`config.mk`:
```
export PLATFORM = sky130hd
export DESIGN_NAME = atspeed_capture_seq
export DESIGN_NICKNAME = d
export VERILOG_FILES = /design/src/rtl/acs_pkg.sv /design/src/rtl/acs_cfg_latch.sv /design/src/rtl/acs_pacer.sv /design/src/rtl/acs_se_stage.sv /design/src/rtl/atspeed_capture_seq.sv
export SDC_FILE = /design/constraint.sdc
export NUM_CORES = 1
export LEC_CHECK = 0
export ABC_AREA = 1
export CAP_MARGIN = 20
export CORE_MARGIN = 1.5
export CORE_UTILIZATION = 57
export CTS_CLUSTER_DIAMETER = 50
export DETAILED_ROUTE_END_ITERATION = 16
export PLACE_DENSITY_LB_ADDON = 0.1
export SYNTH_ARGS = -nofsm -noshare
export SYNTH_HDL_FRONTEND = slang
export SYNTH_SLANG_ARGS = --single-unit
```
`constraint.sdc`:
```
create_clock -name clk -period 4.4 [get_ports clk]
set_clock_uncertainty 0.05 [all_clocks]
set_input_delay 1.1 -clock clk [delete_from_list [all_inputs] [get_ports clk]]
set_output_delay 1.1 -clock clk [all_outputs]
set_load 0.01 [all_outputs]
```
`src/rtl/acs_pkg.sv`:
```
package acs_pkg;

    parameter int ACS_LEN_W = 16;
    parameter int ACS_DIV_W = 8;
    parameter int ACS_PAT_W = 16;
    localparam int ACS_MIN_DIV = 2;

    typedef enum logic [1:0] {
        MODE_STATIC         = 2'b00,
        MODE_SHIFT_LAUNCH   = 2'b01,
        MODE_CAPTURE_LAUNCH = 2'b10,
        MODE_SPARE          = 2'b11
    } acs_mode_e;

    typedef enum logic [1:0] {
        PULSE_SHIFT      = 2'd0,
        PULSE_CAP_FIRST  = 2'd1,
        PULSE_CAP_SECOND = 2'd2
    } acs_pulse_e;

    typedef enum logic [1:0] {
        ST_IDLE = 2'd0,
        ST_RUN  = 2'd1,
        ST_DONE = 2'd2
    } acs_state_e;

    typedef struct packed {
        acs_mode_e              mode;
        logic                   equal_rate;
        logic [ACS_LEN_W-1:0]   len;
        logic [ACS_DIV_W-1:0]   div;
    } acs_cfg_t;

    typedef struct packed {
        logic load;
        logic capture;
        logic unload;
    } acs_flags_t;

    function automatic logic [ACS_DIV_W-1:0] clamp_div(input logic [ACS_DIV_W-1:0] d);
        return (d < ACS_DIV_W'(ACS_MIN_DIV)) ? ACS_DIV_W'(ACS_MIN_DIV) : d;
    endfunction

    function automatic logic [ACS_LEN_W-1:0] clamp_len(input logic [ACS_LEN_W-1:0] n);
        return (n == '0) ? ACS_LEN_W'(1) : n;
    endfunction

    function automatic logic [ACS_PAT_W-1:0] clamp_pats(input logic [ACS_PAT_W-1:0] p);
        return (p == '0) ? ACS_PAT_W'(1) : p;
    endfunction

    function automatic logic two_captures(input acs_cfg_t c);
        return c.mode == MODE_CAPTURE_LAUNCH;
    endfunction

    function automatic logic fast_launch(input acs_cfg_t c);
        return (c.mode == MODE_SHIFT_LAUNCH) && !c.equal_rate;
    endfunction

endpackage

```
`src/rtl/acs_cfg_latch.sv`:
```
module acs_cfg_latch
    import acs_pkg::*;
(
    input  logic                 clk,
    input  logic                 rst,
    input  logic                 take,
    input  logic [1:0]           mode_in,
    input  logic                 equal_in,
    input  logic [ACS_LEN_W-1:0] len_in,
    input  logic [ACS_DIV_W-1:0] div_in,
    output acs_cfg_t             cfg_q
);

    acs_cfg_t cfg_d;

    always_comb begin
        cfg_d            = cfg_q;
        if (take) begin
            cfg_d.mode       = acs_mode_e'(mode_in);
            cfg_d.equal_rate = equal_in;
            cfg_d.len        = clamp_len(len_in);
            cfg_d.div        = clamp_div(div_in);
        end
    end

    always_ff @(posedge clk) begin
        if (rst) begin
            cfg_q.mode       <= MODE_STATIC;
            cfg_q.equal_rate <= 1'b0;
            cfg_q.len        <= ACS_LEN_W'(1);
            cfg_q.div        <= ACS_DIV_W'(ACS_MIN_DIV);
        end else begin
            cfg_q <= cfg_d;
        end
    end

endmodule

```
`src/rtl/acs_pacer.sv`:
```
module acs_pacer #(
    parameter int W = acs_pkg::ACS_DIV_W
) (
    input  logic         clk,
    input  logic         rst,
    input  logic         arm,
    input  logic [W-1:0] gap,
    input  logic         enable,
    output logic         fire
);

    logic [W-1:0] cnt_q;

    assign fire = enable && (cnt_q == '0);

    always_ff @(posedge clk) begin
        if (rst) begin
            cnt_q <= '0;
        end else if (arm) begin
            cnt_q <= gap - W'(1);
        end else if (cnt_q != '0) begin
            cnt_q <= cnt_q - W'(1);
        end
    end

endmodule

```
`src/rtl/acs_se_stage.sv`:
```
module acs_se_stage #(
    parameter logic IDLE_LEVEL = 1'b1
) (
    input  logic clk,
    input  logic rst,
    input  logic req,
    output logic se
);

    always_ff @(posedge clk) begin
        if (rst) begin
            se <= IDLE_LEVEL;
        end else begin
            se <= req;
        end
    end

endmodule

```
`src/rtl/atspeed_capture_seq.sv`:
```
module atspeed_capture_seq
    import acs_pkg::*;
(
    input  logic                 clk,
    input  logic                 rst,
    input  logic                 start,
    input  logic [1:0]           capture_mode,
    input  logic                 equal_rate,
    input  logic [ACS_LEN_W-1:0] chain_len,
    input  logic [ACS_DIV_W-1:0] shift_div,
    input  logic [ACS_PAT_W-1:0] pattern_count,
    output logic                 scan_clk_en,
    output logic                 scan_en,
    output logic                 load_active,
    output logic                 capture_active,
    output logic                 unload_active,
    output logic                 done
);

    acs_state_e              st_q, st_d;
    acs_pulse_e              kind_q, kind_d;
    logic [ACS_LEN_W-1:0]    shift_q, shift_d;
    logic [ACS_PAT_W-1:0]    pat_q, pat_d;
    logic                    seen_cap_q, seen_cap_d;
    logic                    se_req_q, se_req_d;
    acs_flags_t              flags_q, flags_d;
    logic                    pulse_q;
    logic                    done_q, done_d;

    acs_cfg_t                cfg_q;
    logic                    take;
    logic                    fire;
    logic                    arm;
    logic [ACS_DIV_W-1:0]    gap;

    assign take = start && (st_q == ST_IDLE);

    acs_cfg_latch u_cfg (
        .clk      (clk),
        .rst      (rst),
        .take     (take),
        .mode_in  (capture_mode),
        .equal_in (equal_rate),
        .len_in   (chain_len),
        .div_in   (shift_div),
        .cfg_q    (cfg_q)
    );

    acs_pacer #(.W(ACS_DIV_W)) u_pacer (
        .clk    (clk),
        .rst    (rst),
        .arm    (arm),
        .gap    (gap),
        .enable (st_q == ST_RUN),
        .fire   (fire)
    );

    acs_se_stage #(.IDLE_LEVEL(1'b1)) u_se (
        .clk (clk),
        .rst (rst),
        .req (se_req_q),
        .se  (scan_en)
    );

    always_comb begin
        st_d       = st_q;
        kind_d     = kind_q;
        shift_d    = shift_q;
        pat_d      = pat_q;
        seen_cap_d = seen_cap_q;
        se_req_d   = se_req_q;
        flags_d    = flags_q;
        done_d     = 1'b0;
        arm        = 1'b0;
        gap        = cfg_q.div;

        unique case (st_q)
            ST_IDLE: begin
                if (start) begin
                    st_d       = ST_RUN;
                    kind_d     = PULSE_SHIFT;
                    shift_d    = clamp_len(chain_len);
                    pat_d      = clamp_pats(pattern_count);
                    seen_cap_d = 1'b0;
                    se_req_d   = 1'b1;
                    arm        = 1'b1;
                    gap        = clamp_div(shift_div);
                end
            end

            ST_RUN: begin
                if (fire) begin
                    arm = 1'b1;
                    unique case (kind_q)
                        PULSE_SHIFT: begin
                            flags_d.load    = (pat_q != '0);
                            flags_d.unload  = seen_cap_q;
                            flags_d.capture = 1'b0;
                            shift_d         = shift_q - ACS_LEN_W'(1);
                            if (shift_q == ACS_LEN_W'(1)) begin
                                if (pat_q == '0) begin
                                    st_d = ST_DONE;
                                end else begin
                                    kind_d   = PULSE_CAP_FIRST;
                                    se_req_d = 1'b0;
                                    gap      = fast_launch(cfg_q) ? ACS_DIV_W'(1) : cfg_q.div;
                                end
                            end
                        end
                        PULSE_CAP_FIRST: begin
                            flags_d = '{load: 1'b0, capture: 1'b1, unload: 1'b0};
                            if (two_captures(cfg_q)) begin
                                kind_d = PULSE_CAP_SECOND;
                                gap    = cfg_q.equal_rate ? cfg_q.div : ACS_DIV_W'(1);
                            end else begin
                                kind_d     = PULSE_SHIFT;
                                pat_d      = pat_q - ACS_PAT_W'(1);
                                shift_d    = cfg_q.len;
                                seen_cap_d = 1'b1;
                                se_req_d   = 1'b1;
                            end
                        end
                        default: begin
                            flags_d    = '{load: 1'b0, capture: 1'b1, unload: 1'b0};
                            kind_d     = PULSE_SHIFT;
                            pat_d      = pat_q - ACS_PAT_W'(1);
                            shift_d    = cfg_q.len;
                            seen_cap_d = 1'b1;
                            se_req_d   = 1'b1;
                        end
                    endcase
                end
            end

            default: begin
                st_d     = ST_IDLE;
                done_d   = 1'b1;
                flags_d  = '0;
                se_req_d = 1'b1;
            end
        endcase
    end

    always_ff @(posedge clk) begin
        if (rst) begin
            st_q       <= ST_IDLE;
            kind_q     <= PULSE_SHIFT;
            shift_q    <= '0;
            pat_q      <= '0;
            seen_cap_q <= 1'b0;
            se_req_q   <= 1'b1;
            flags_q    <= '0;
            pulse_q    <= 1'b0;
            done_q     <= 1'b0;
        end else begin
            st_q       <= st_d;
            kind_q     <= kind_d;
            shift_q    <= shift_d;
            pat_q      <= pat_d;
            seen_cap_q <= seen_cap_d;
            se_req_q   <= se_req_d;
            flags_q    <= flags_d;
            pulse_q    <= fire;
            done_q     <= done_d;
        end
    end

    assign scan_clk_en    = pulse_q;
    assign load_active    = flags_q.load;
    assign capture_active = flags_q.capture;
    assign unload_active  = flags_q.unload;
    assign done           = done_q;

endmodule

```
==> results of run 1 <==
==> placed cells by master, fill, tap and decap left out, types with 12 or more instances in the layout <==
master / count
nand2_1: 147
dfxtp_1: 79
a21oi_1: 72
inv_1: 66
o21ai_0: 66
nor2_1: 61
clkdlybuf4s50_1: 51
nand3_1: 20
nor2_2: 13
inv_2: 12
==> per-layer routing <==
| layer | up-vias | part of all wire [%] |
|---|---|---|
| li1 | 2362 | - |
| met1 | 2289 | 44 |
| met2 | 211 | 46 |
| met3 | 24 | 7.6 |
| met4 | 0 | 1.9 |
| met5 | - | 0 |
==> worst max path at each step <==
| stage | startpoint | end | slack, ns | cells past startpoint |
|---|---|---|---|---|
| 3_3_place_gp | shift_div[6] | u_pacer.cnt_q[6] | 0.88 | 20 |
| 6_report | shift_div[6] | u_pacer.cnt_q[6] | 1.17 | 20 |
| 5_1_grt | shift_div[7] | u_pacer.cnt_q[6] | 0.91 | 20 |
| 4_1_cts | shift_div[6] | u_pacer.cnt_q[6] | 1.22 | 20 |
| 2_1_floorplan | shift_div[7] | u_pacer.cnt_q[6] | 1.65 | 15 |
| 3_5_place_dp | shift_div[6] | u_pacer.cnt_q[6] | 0.84 | 20 |
==> flip-flops by register name (all words and copies together) (netlist names), 2 cells and up <==
signal,cells
u_pacer.cnt_q,8
u_cfg.cfg_q,27
st_q,2
shift_q,16
pat_q,16
kind_q,2
==> critical path: stages <==
cell and delay [ns]:
clkdlybuf4s50_1 0.44, nor4_1 0.39, nand2_1 0.13, nand2_1 0.09, nand2_1 0.06, o21ai_0 0.08
nor2_1 0.05, nand2_1 0.10, nand2_1 0.07, nand2_2 0.14, inv_1 0.07, ha_1 0.19
inv_1 0.07, nor2_1 0.05, nand3_1 0.11, nor2_2 0.06, nand3_1 0.06, nand2_1 0.05
nor2_1 0.08, nor2_1 0.04
==> power groups by stage <==
stage | Sequential (mW) | Clock (mW) | Combinational (mW)
after global routing | 1.07 | 0.777 | 1.67
after detailed placement | 1.05 | 0 | 1.46
after floorplan | 1.01 | 0 | 1.16
after global placement | 1.05 | 0 | 1.42
final | 1.05 | 0.745 | 1.49
after CTS | 1.04 | 0.751 | 1.47
==> final cells by class <==
type,instances,share of cell area (%)
Multi-Input combinational cell,497,47.9
Sequential cell,79,28.8
Timing Repair Buffer,58,10.2
Inverter,82,5.69
Clock buffer,11,2.75
Clock inverter,5,2.32
Tap cell,102,2.32
==> logic make-up (layout without fill, tap and decap cells) <==
logic type                 count (synthesis)  in the layout
AOI/OAI and AO/OA                        183            183
xor gates and xnor gates                  14             14
DFF                                       79             79
adders and majority gates                  4              4
and+or+nand+nor                          296            296
buffers and inverters                    109            156
==> stage by stage <==
step | cells | utilization, %
floorplan | 685 | -
global placement | 818 | 66.8
detailed placement | 818 | 66.8
CTS | 834 | 70.4
global route | 834 | 70.4
finish | 834 | 70.4
==> impl_metrics.py, run 1 <==
metrics = {
    "run_status": {
        "status": "completed",
    },
    "timing": {
        "timing.fmax_ghz": 0.309,
        "fin_ws_ns": 1.17,
        "finalSetupViolations": 0,
        "tightest_slew_ns": 0.644,
        "period_share_pct": 73.5,
        "slew-limit-headroom_pct": 56.9,
        "tns_ns": 0,
        "rsz0062_at_grt": "no",
        "worst_hold_slack_ns": 0.417,
        "slew_violations": 0,
        "period_minus_slack_ns": 3.23,
        "finalHoldViolCount": 0,
    },
    "detailed_routing": {
        "drtAntennaViolNets": 0,
        "vias": 4886,
        "drtPass1Iterations": 8,
        "drt-vias-per-instance": 5.86,
        "drt-initial-drc-count": 370,
        "drc": 0,
        "post_drt_wl_per_cell_um": 15.5,
        "wirelength_um": 13000,
    },
    "global_route": {
        "grt_overflow": 0,
        "grt_max_degree": 45,
        "top_usage_layer": "met2",
        "grt.met1_usage_pct": 40.8,
        "use_met3_pct": 4.39,
        "met2_usage_pct": 52.4,
        "grt_pass1_vias": 4648,
        "grt_use_total_pct": 31.2,
        "antenna_found_initial": 0,
        "grt_pass1_wl_um": 21500,
    },
    "placed_design": {
        "hpwlAfterDp_um": 8970,
        "io_buffers": 51,
        "gp_congestion": 0.921,
        "place_area_um2": 5220,
        "dp_slack_ns": 0.842,
    },
    "critical_path": {
        "crit_arrival_ns": 3.43,
        "r2r_cells": 20,
        "critPathKind": "input port to flip-flop",
        "r2r_end": "u_pacer.cnt_q[6]",
        "critPathMaxFanout": 3,
        "cp-start-kind": "input port",
        "r2r-start": "st_q[1]",
        "end_kind": "flip-flop",
        "crit_required_ns": 4.60,
        "r2r_slack_ns": 1.38,
    },
    "synth": {
        "syn_inst": 685,
        "synth_area_leaders": "dfxtp_1 34%, nand2_1 12%, a21oi_1 7.7%, o21ai_0 7.1%, inv_1 5.3%",
        "syn_avg_cell_area_um2": 6.79,
        "synthAdderAreaFrac_pct": 1.08,
        "synth_top_area_cell": "dfxtp_1",
        "synthXorXnorAreaFrac_pct": 2.63,
        "muxShareOfSynthArea_pct": 0,
        "synth-simple-area-share_pct": 31.0,
        "synth_compound_area_share_pct": 21.9,
        "ys_seq_area_share_pct": 34.0,
        "synth-seq-cells": 79,
        "syn_nets": 735,
        "synth_top_area_share_pct": 34.0,
        "yosysMostFrequentCell": "nand2_1",
        "synth_edf_count": 0,
        "synth_warnings": 0,
        "syn_area_um2": 4650,
        "synth_top_family_by_area": "simple AND/OR/NAND/NOR gates",
        "ys.flop_type": "dfxtp_1",
        "synthArstFlopShare_pct": 0,
        "ys_top_cells_by_count": "147 x nand2_1, 79 x dfxtp_1, 72 x a21oi_1",
        "synth_cell_types": 46,
    },
    "floorplan": {
        "die_y_um": 93.4,
        "pin_count": 52,
        "core_um2": 7810,
        "rows": 32,
        "die_area_um2": 8720,
        "start_util_pct": 59.6,
        "die_w_um": 93.4,
    },
    "pwr": {
        "p_sw_mw": 1.40,
        "p_leak_nw": 2.30,
        "power.density_nw_per_um2": 597,
        "p_clk_share_pct": 22.7,
        "p_seq_share_pct": 31.8,
        "p_sw_share_pct": 42.8,
        "vdd_ir_drop_max_mv": 0.290,
        "p_total_mw": 3.28,
        "pwr-share-comb_pct": 45.5,
        "p_int_mw": 1.88,
    },
    "finish": {
        "antennaDiodeCount": 0,
        "syn2layout_area_growth_pct": 18.1,
        "final_area_um2": 5500,
        "register_area_um2": 1580,
        "layout-drive-gt1-share_pct": 10.8,
        "nets": 777,
        "fill_cells": 681,
        "multi_input_area_um2": 2630,
    },
    "clocking": {
        "post_cts_buffers": 0,
        "numCtsBuffers": 9,
        "postCtsHoldBufs": 0,
        "clk_pin_slew_ns": 0.08,
        "numClockSinks": 79,
        "clockBufferDepth": 2,
        "cts-root-buf": "clkbuf_8",
        "htreeDepth": 3,
        "cts_resized": 0,
        "cts_tree": "done",
        "insertion_delay_ns": 0.36,
    },
    "hold_path": {
        "hp-class": "flip-flop to flip-flop",
        "worstHoldStart": "u_cfg.cfg_q[17]",
        "min_to": "u_cfg.cfg_q[17]",
        "min_path_cells": 2,
    },
    "flow_run": {
        "maxCapViolations": 0,
    },
}
Note: power is estimated with default switching activity, not from simulation.
==> run 2: changes to the inputs <==
==> constraint.sdc (replaced) <==
create_clock -name clk -period 3 [get_ports clk]
set_clock_uncertainty 0.05 [all_clocks]
set_input_delay 0.75 -clock clk [delete_from_list [all_inputs] [get_ports clk]]
set_output_delay 0.75 -clock clk [all_outputs]
set_load 0.01 [all_outputs]
==> run 2 against run 1 <==
Design area grew 0.80%. Critical path type unchanged. Combinational power grew 50%. Core utilization grew 0.56 points. Sequential power grew 45%. Power grew 38%. First-iteration DRC count grew 7.0%. Wire length shrank 4.7%. Highest routed layer unchanged. Global-route usage shrank 1.3 points. Die area is the same.
==> impl_metrics.py, run 2 (synthesized netlist as in run 1, its figures left out) <==
metrics = {
    "run_status": {
        "status": "completed",
    },
    "floorplan": {
        "die_w_um": 93.4,
        "rows": 32,
        "start_util_pct": 59.6,
        "core_um2": 7810,
        "die_y_um": 93.4,
        "pin_count": 52,
        "die_area_um2": 8720,
    },
    "critical_path": {
        "critPathMaxFanout": 3,
        "critPathKind": "input port to flip-flop",
        "cp_num_buf_inv": 3,
        "cpLargestDelayFamily": "simple AND/OR/NAND/NOR gates",
        "crit_slowest_cell": "clkdlybuf4s50_1",
        "crit_chain": "clkdlybuf4s50_1, nor4_2, buf_4, nand2_1, nand2_1, nor2_1, a21oi_1, nand3_2, nand2_4, ha_1, inv_1, nor2_1, nand3_1, nor2_2, a21oi_1, nor2_1, nor2_1",
        "crit_arrival_ns": 2.98,
        "path_common_cell": "nor2_1",
        "end_kind": "flip-flop",
        "crit_cells": 17,
        "cp-start-kind": "input port",
        "crit_required_ns": 3.19,
        "r2r_cells": 20,
        "slowest_delay_ns": 0.44,
    },
    "global_route": {
        "grt_use_total_pct": 29.9,
        "grt_overflow": 0,
        "grt_pass1_vias": 4462,
        "grt_pass1_wl_um": 20600,
        "grt_max_degree": 32,
        "antenna_found_initial": 0,
    },
    "finish": {
        "reg_top3": "u_cfg.cfg_q (27), pat_q (16), shift_q (16)",
        "layout_common_cells": "147 x nand2_1, 78 x dfxtp_1, 72 x a21oi_1",
        "antennaDiodeCount": 0,
        "syn2layout_area_growth_pct": 19.1,
        "final_common_cell": "nand2_1",
        "nets": 792,
        "layout-drive-gt1-share_pct": 12.6,
        "register_area_um2": 1580,
        "fill_cells": 703,
        "multi_input_area_um2": 2640,
        "post-route-util_pct": 71.0,
        "largest_reg_flops": 27,
        "final_cells": 849,
        "top_register": "u_cfg.cfg_q",
    },
    "placed_design": {
        "gp_congestion": 0.910,
        "io_buffers": 51,
        "dp_cells": 833,
        "hpwlAfterDp_um": 9080,
    },
    "detailed_routing": {
        "post_drt_wl_per_cell_um": 14.6,
        "drt-initial-drc-count": 396,
        "drc": 0,
        "drtPass1Iterations": 7,
        "drt-vias-per-instance": 5.70,
        "drtAntennaViolNets": 0,
        "vias": 4838,
        "wirelength_um": 12400,
    },
    "timing": {
        "slew-limit-headroom_pct": 60.2,
        "timing.fmax_ghz": 0.359,
        "tightest_slew_ns": 0.593,
        "tns_ns": 0,
        "slew_violations": 0,
        "period_minus_slack_ns": 2.79,
        "rsz0062_at_grt": "no",
        "finalSetupViolations": 0,
        "finalHoldViolCount": 0,
        "period_share_pct": 92.9,
    },
    "hold_path": {
        "min_path_cells": 2,
        "hp-class": "flip-flop to flip-flop",
    },
    "clocking": {
        "htreeDepth": 3,
        "clk_pin_slew_ns": 0.09,
        "numCtsBuffers": 9,
        "insertion_delay_ns": 0.36,
        "numClockSinks": 79,
        "cts_tree": "done",
        "post_cts_buffers": 0,
        "clockBufferDepth": 2,
        "cts-root-buf": "clkbuf_8",
        "postCtsHoldBufs": 0,
    },
    "pwr": {
        "power.density_nw_per_um2": 820,
        "vdd_ir_drop_max_mv": 0.477,
        "p_leak_nw": 2.33,
    },
    "flow_run": {
        "maxCapViolations": 0,
    },
}
-- run 2: changes by cell type in the layout (fill, tap and decap cells not counted), moves of 2 or more --
| cell | previous run | this run |
|---|---|---|
| buf_4 | 7 | 21 |
| bufinv_16 | 4 | 1 |
| clkbuf_1 | 0 | 2 |
| clkbuf_8 | 11 | 9 |
-- run 2: final cells by class --
type | count | area share, %
well taps | 102 | 2.30
inverters | 82 | 5.64
clock inverters | 5 | 1.06
multi-input cells | 497 | 47.6
repair buffers | 73 | 12.4
flip-flops and latches | 79 | 28.6
clock buffers | 11 | 2.37
-- run 2: power by group --
part | switching (mW) | internal (mW)
Sequential | 0.224 | 1.29
Clock | 0.403 | 0.385
Combinational | 1.40 | 0.842
-- run 2: worst paths after layout --
path	startpoint	to	slack [ns]
setup / recovery	shift_div[7]	u_pacer.cnt_q[6]	0.21
hold reg to reg	u_cfg.cfg_q[17]	u_cfg.cfg_q[17]	0.41
setup reg to reg	pat_q[0]	u_pacer.cnt_q[6]	0.38
hold / removal	u_cfg.cfg_q[17]	u_cfg.cfg_q[17]	0.41
-- run 2: tightest hold or removal path: cells and delay by family (launching register included) --
kind                   cells  cell delay, ns
AOI/OAI and AO/OA          1            0.06
buffers and inverters      1            0.06
DFF                        1            0.30
-- run 2: repair_timing --
action                                  CTS  global route
hold endpoints to repair                  0             0
endpoints found under the setup margin    0             1
resized for setup                         0             2
-- run 2: per-stage QoR --
| stage | area, um^2 | power [mW] | hold slack (ns) | setup slack (ns) |
|---|---|---|---|---|
| 3_3_place_gp | 5340 | 3.68 | 0.398 | -0.0680 |
| 5_1_grt | 5540 | 4.91 | 0.439 | 0.0345 |
| 4_1_cts | 5530 | 4.53 | 0.412 | 0.236 |
| 3_5_place_dp | 5340 | 3.75 | 0.399 | -0.130 |
| 6_report | 5540 | 4.54 | 0.414 | 0.212 |
| 2_1_floorplan | 4650 | 3.18 | 0.360 | 0.604 |
-- run 2: layer usage --
metal | part of all wire, % | wire length (um) | vias up | track usage, %
li1 | - | - | 2408 | -
met1 | 46 | 5680 | 2220 | 40.5
met2 | 45 | 5530 | 187 | 47.3
met3 | 7.1 | 877 | 23 | 5.37
met4 | 2.2 | 272 | 0 | 11.1
met5 | 0 | 0 | - | 0
